<file path="config.mk">
export PLATFORM = sky130hd
export DESIGN_NAME = sdr_read_ctrl
export DESIGN_NICKNAME = d
export VERILOG_FILES = /design/src/rtl/sdr_read_pkg.sv /design/src/rtl/sdr_read_ctrl.sv
export SDC_FILE = /design/constraint.sdc
export NUM_CORES = 1
export LEC_CHECK = 0
export BUFFER_PORTS_ARGS = -buffer_cell sky130_fd_sc_hd__buf_2
export CORE_UTILIZATION = 40
export CTS_CLUSTER_SIZE = 40
export DETAILED_ROUTE_END_ITERATION = 12
export PLACE_DENSITY = 0.67
export SLEW_MARGIN = 15
export SYNTH_ARGS = -nofsm -noshare
export SYNTH_HDL_FRONTEND = slang
export SYNTH_SLANG_ARGS = --single-unit
export TNS_END_PERCENT = 100
</file>
<file path="constraint.sdc">
create_clock -name clk -period 2.9 [get_ports clk]
set_clock_uncertainty 0.1 [all_clocks]
set_input_delay 0.725 -clock clk [delete_from_list [all_inputs] [get_ports clk]]
set_output_delay 0.725 -clock clk [all_outputs]
set_load 0.02 [all_outputs]
</file>
<file path="src/rtl/sdr_read_pkg.sv">
package sdr_read_pkg;

  typedef enum logic [2:0] {
    CMD_IDLE  = 3'd0,
    CMD_READ  = 3'd1,
    CMD_WRITE = 3'd2,
    CMD_PRE   = 3'd3,
    CMD_STOP  = 3'd4
  } cmdE;

  // strobes from control to datapath, valid in the cycle before an edge
  typedef struct packed {
    logic start;   // a new burst begins: latch the column
    logic issue;   // one beat enters the latency pipe
    logic flush;   // a write empties the pipe and the output
    logic blank;   // delayed mask: suppress the beat reaching the output
  } strobeT;

  function automatic cmdE decodeCmd(input logic [2:0] raw);
    case (raw)
      3'd1:    return CMD_READ;
      3'd2:    return CMD_WRITE;
      3'd3:    return CMD_PRE;
      3'd4:    return CMD_STOP;
      default: return CMD_IDLE;
    endcase
  endfunction

endpackage

</file>
<file path="src/rtl/sdr_read_ctrl.sv">
module sdr_read_ctrl
  import sdr_read_pkg::*;
#(
  parameter int BEATW = 9
) (
  input  logic             clk,
  input  logic             rstN,
  input  logic [2:0]       cmd,
  input  logic             autoPre,
  input  logic             dqm,
  input  logic [2:0]       burstSel,
  input  logic             dpBusy,
  output strobeT           strobes,
  output logic [BEATW-1:0] beatIdx,
  output logic             wrAccept,
  output logic             protoErr
);

  cmdE              cmdDec;
  logic             isRead, isWrite, isTrunc;
  logic             activeQ, fullQ, autoQ, dqmQ;
  logic [BEATW-1:0] beatQ, lastQ;
  logic [BEATW-1:0] lastN;
  logic             fullN;
  logic             wrBad, apViol;
  logic             wrAcceptQ, errQ;

  always_comb begin
    cmdDec  = decodeCmd(cmd);
    isRead  = (cmdDec == CMD_READ);
    isWrite = (cmdDec == CMD_WRITE);
    isTrunc = (cmdDec == CMD_PRE) || (cmdDec == CMD_STOP);
  end

  // burst length decode, applied when a read is taken
  always_comb begin
    fullN = burstSel[2];
    case (burstSel)
      3'd0:    lastN = BEATW'(0);
      3'd1:    lastN = BEATW'(1);
      3'd2:    lastN = BEATW'(3);
      3'd3:    lastN = BEATW'(7);
      default: lastN = '1;
    endcase
  end

  always_comb begin
    strobes.start = isRead;
    strobes.issue = isRead || (activeQ && !isWrite && !isTrunc);
    strobes.flush = isWrite;
    strobes.blank = dqmQ;
    beatIdx       = isRead ? '0 : beatQ;
    wrBad         = isWrite && (activeQ || dpBusy) && !dqmQ;
    apViol        = isTrunc && activeQ && autoQ && !fullQ;
  end

  always_ff @(posedge clk or negedge rstN) begin
    if (!rstN) begin
      activeQ   <= 1'b0;
      fullQ     <= 1'b0;
      autoQ     <= 1'b0;
      beatQ     <= '0;
      lastQ     <= '0;
      dqmQ      <= 1'b0;
      wrAcceptQ <= 1'b0;
      errQ      <= 1'b0;
    end else begin
      dqmQ      <= dqm;
      wrAcceptQ <= isWrite && !dqm && !wrBad;
      errQ      <= wrBad || apViol;
      if (isRead) begin
        activeQ <= fullN || (lastN != '0);
        fullQ   <= fullN;
        autoQ   <= autoPre;
        lastQ   <= lastN;
        beatQ   <= BEATW'(1);
      end else if (isWrite || isTrunc) begin
        activeQ <= 1'b0;
      end else if (activeQ) begin
        beatQ <= beatQ + BEATW'(1);
        if (!fullQ && (beatQ == lastQ)) activeQ <= 1'b0;
      end
    end
  end

  assign wrAccept = wrAcceptQ;
  assign protoErr = errQ;

  // a cut command ends issuing at once
  assert_trunc_stops_R4: assert property (@(posedge clk) disable iff (!rstN)
    isTrunc |=> !activeQ);

  // a fixed-length burst never runs past its last beat
  assert_beat_bound_R3: assert property (@(posedge clk) disable iff (!rstN)
    (activeQ && !fullQ) |-> (beatQ <= lastQ));

  // a write is never both accepted and flagged
  assert_wr_excl_R7: assert property (@(posedge clk) disable iff (!rstN)
    !(wrAccept && protoErr));

endmodule

</file>
==> impl_metrics.json <==
{
  "outcome": "completed",
  "syn_inst": 111,
  "final.setup.tns_ps": 0,
  "antenna_found_initial": 0,
  "htreeDepth": 1,
  "cts_num_sinks": 19,
  "path_class": "in2out",
  "syn_area_um2": 1030,
  "cts_buffer_depth": 2,
  "vdd_drop_max_mv": 0.340,
  "crit_path_end": "beatIdx[0]",
  "leakagePower_nw": 0.618,
  "seq_area_frac_synth_pct": 46.2,
  "io_pins": 26,
  "die_x_um": 52.7,
  "area_growth_syn_to_layout_pct": 15.2,
  "cts_tree": "yes",
  "period_needed_ps": 2660,
  "drv_cap": 0,
  "synth_seq_cells": 19,
  "routed_via_density": 5.05,
  "post-route-period-util_pct": 91.9,
  "fillers": 255,
  "drc": 0,
  "diodes": 0,
  "cts_resized": 0,
  "nets": 149,
  "yosysWarnings": 0,
  "synth-main-ff-cell": "dfrtp_1",
  "grt_use_total_pct": 17.5,
  "numCtsBuffers": 3,
  "portBuffers": 25,
  "r2r_end": "activeQ",
  "gp_congestion": 0.766,
  "final_max_slew_viol_count": 0,
  "rsz0062_at_grt": "no",
  "hp-class": "in2async",
  "ant_nets": 0,
  "clk_pin_slew_ps": 110,
  "synth.net_count": 123,
  "dieArea_um2": 2780,
  "synth-async-reset-ratio_pct": 100,
  "cts_setup_buffers": 0,
  "rows": 18,
  "cp.arrival_ps": 1840,
  "grt_pass1_vias": 828,
  "required_ps": 2080,
  "end_kind": "output port",
  "ff2ff_setup_slack_ps": 1240,
  "relSlewSlack_pct": 72.0,
  "powerDensity_nw_per_um2": 565,
  "grt_start_max_net_pins": 20,
  "overflow": 0,
  "cts_root_buf": "clkbuf_4",
  "crit_fanout": 13,
  "drt-initial-drc-count": 8,
  "dr_total_vias": 838,
  "whs_ps": 237,
  "synth_edf_count": 0,
  "drt_pass1_iterations": 4,
  "finalSetupViolations": 0,
  "fp.coreArea_um2": 2450,
  "clk_latency_ps": 300,
  "hold_viol": 0,
  "syn_avg_cell_area_um2": 9.27,
  "worstMarginPinSlew_ps": 419,
  "synthDistinctLibCells": 29,
  "fmax_ghz": 0.375,
  "initial_core_util_pct": 41.9,
  "regArea_um2": 475,
  "finalWirelength_um": 2000,
  "timing.rr.start": "beatQ[3]",
  "wl_per_cell_um": 12.0,
  "startpoint_type": "input port",
  "multi_input_area_um2": 490,
  "die_y_um": 52.7,
  "grt_first_pass_wirelength_um": 3510,
  "drive_above_1_share_pct": 27.9,
  "hold_buffers": 0,
  "r2r_cells": 4,
  "crit_path_start": "cmd[0]"
}
-- area by class of cell --
| type | count | area share, % |
|---|---|---|
| Multi-Input combinational cell | 83 | 41.4 |
| Sequential cell | 19 | 40.1 |
| Timing Repair Buffer | 28 | 12.5 |
| Tap cell | 30 | 3.17 |
| Clock buffer | 4 | 2.22 |
| Inverter | 2 | 0.634 |
-- cell families after synthesis --
logic type | Yosys count | synth area share [%]
multiplexers | 1 | 0.973
AND/OR/NAND/NOR | 57 | 30.2
buffers and inverters | 9 | 6.08
XOR/XNOR | 6 | 5.11
adder cells (fa/ha/maj) | 1 | 1.22
flip-flops | 19 | 46.2
AO/OA/AOI/OAI | 18 | 10.2
-- cells in the mapped netlist, types with 2 or more instances --
master | count | area (um2)
inv_1 | 2 | 7.51
buf_4 | 3 | 22.5
a21oi_1 | 5 | 25.0
or3_1 | 2 | 12.5
buf_2 | 2 | 10.0
nand2_1 | 17 | 63.8
nand4_1 | 4 | 25.0
and2_1 | 10 | 62.6
buf_6 | 2 | 22.5
o21ai_0 | 8 | 40.0
nor2_1 | 10 | 37.5
or3_2 | 2 | 15.0
a21o_1 | 2 | 15.0
or4_1 | 2 | 15.0
nor4_1 | 3 | 18.8
dfrtp_1 | 19 | 475
xor2_1 | 6 | 52.6
-- metrics by stage --
step / std cells / util (%) / power (mW) / worst slack [ps] / area, um2
2_1_floorplan: 111 / - / 0.477 / 373 / 1030
3_3_place_gp: 162 / 47.2 / 0.535 / 247 / 1160
3_5_place_dp: 162 / 47.2 / 0.536 / 236 / 1160
4_1_cts: 166 / 48.3 / 0.677 / 233 / 1180
5_1_grt: 166 / 48.3 / 0.719 / 199 / 1180
6_report: 166 / 48.3 / 0.670 / 236 / 1180
-- power breakdown --
part / total (mW) / internal [mW] / switching [mW]
logic: 0.186 / 0.0818 / 0.104
registers: 0.345 / 0.302 / 0.0437
clock network: 0.139 / 0.0537 / 0.0850
-- registers in the layout, indices dropped and copies added (netlist names) --
register and cells:
fullQ 1, dqmQ 1, lastQ 4, wrAccept 1, beatQ 9, protoErr 1
activeQ 1, autoQ 1
-- critical path, stage by stage --
cell	delay, ps
buf_2	110
inv_1	50
or3_2	580
and2_1	210
buf_2	150
-- metal layers --
metal,track usage [%],routed length [um],share of wire [%]
met1,21.3,964,48
met2,29.5,926,46
met3,2.90,72,3.6
met4,8.77,38,1.9
met5,0,0,0
-- how the worst min path moves through the flow --
stage / end / slack, ps / from / depth (start not counted)
global placement: autoQ / 360 / autoQ / 2
finish: protoErr / 240 / rstN / 1
floorplan: activeQ / 330 / rstN / 0
global route: protoErr / 260 / rstN / 1
detailed placement: autoQ / 360 / autoQ / 2
CTS: beatQ[4] / 250 / rstN / 1
-- placed cells by master, fill, tap and decap left out, types with 2 or more instances in the layout --
master and n:
buf_4 3, buf_2 25, dfrtp_1 19, nand2_1 17
clkbuf_4 3, or3_1 2, xor2_1 6, o21ai_0 8
inv_1 2, nor2_1 10, nor4_1 3, a21oi_1 5
a21o_1 2, or3_2 2, or4_1 2, nand4_1 4
and2_1 10
Note: power is estimated with default switching activity, not from simulation.
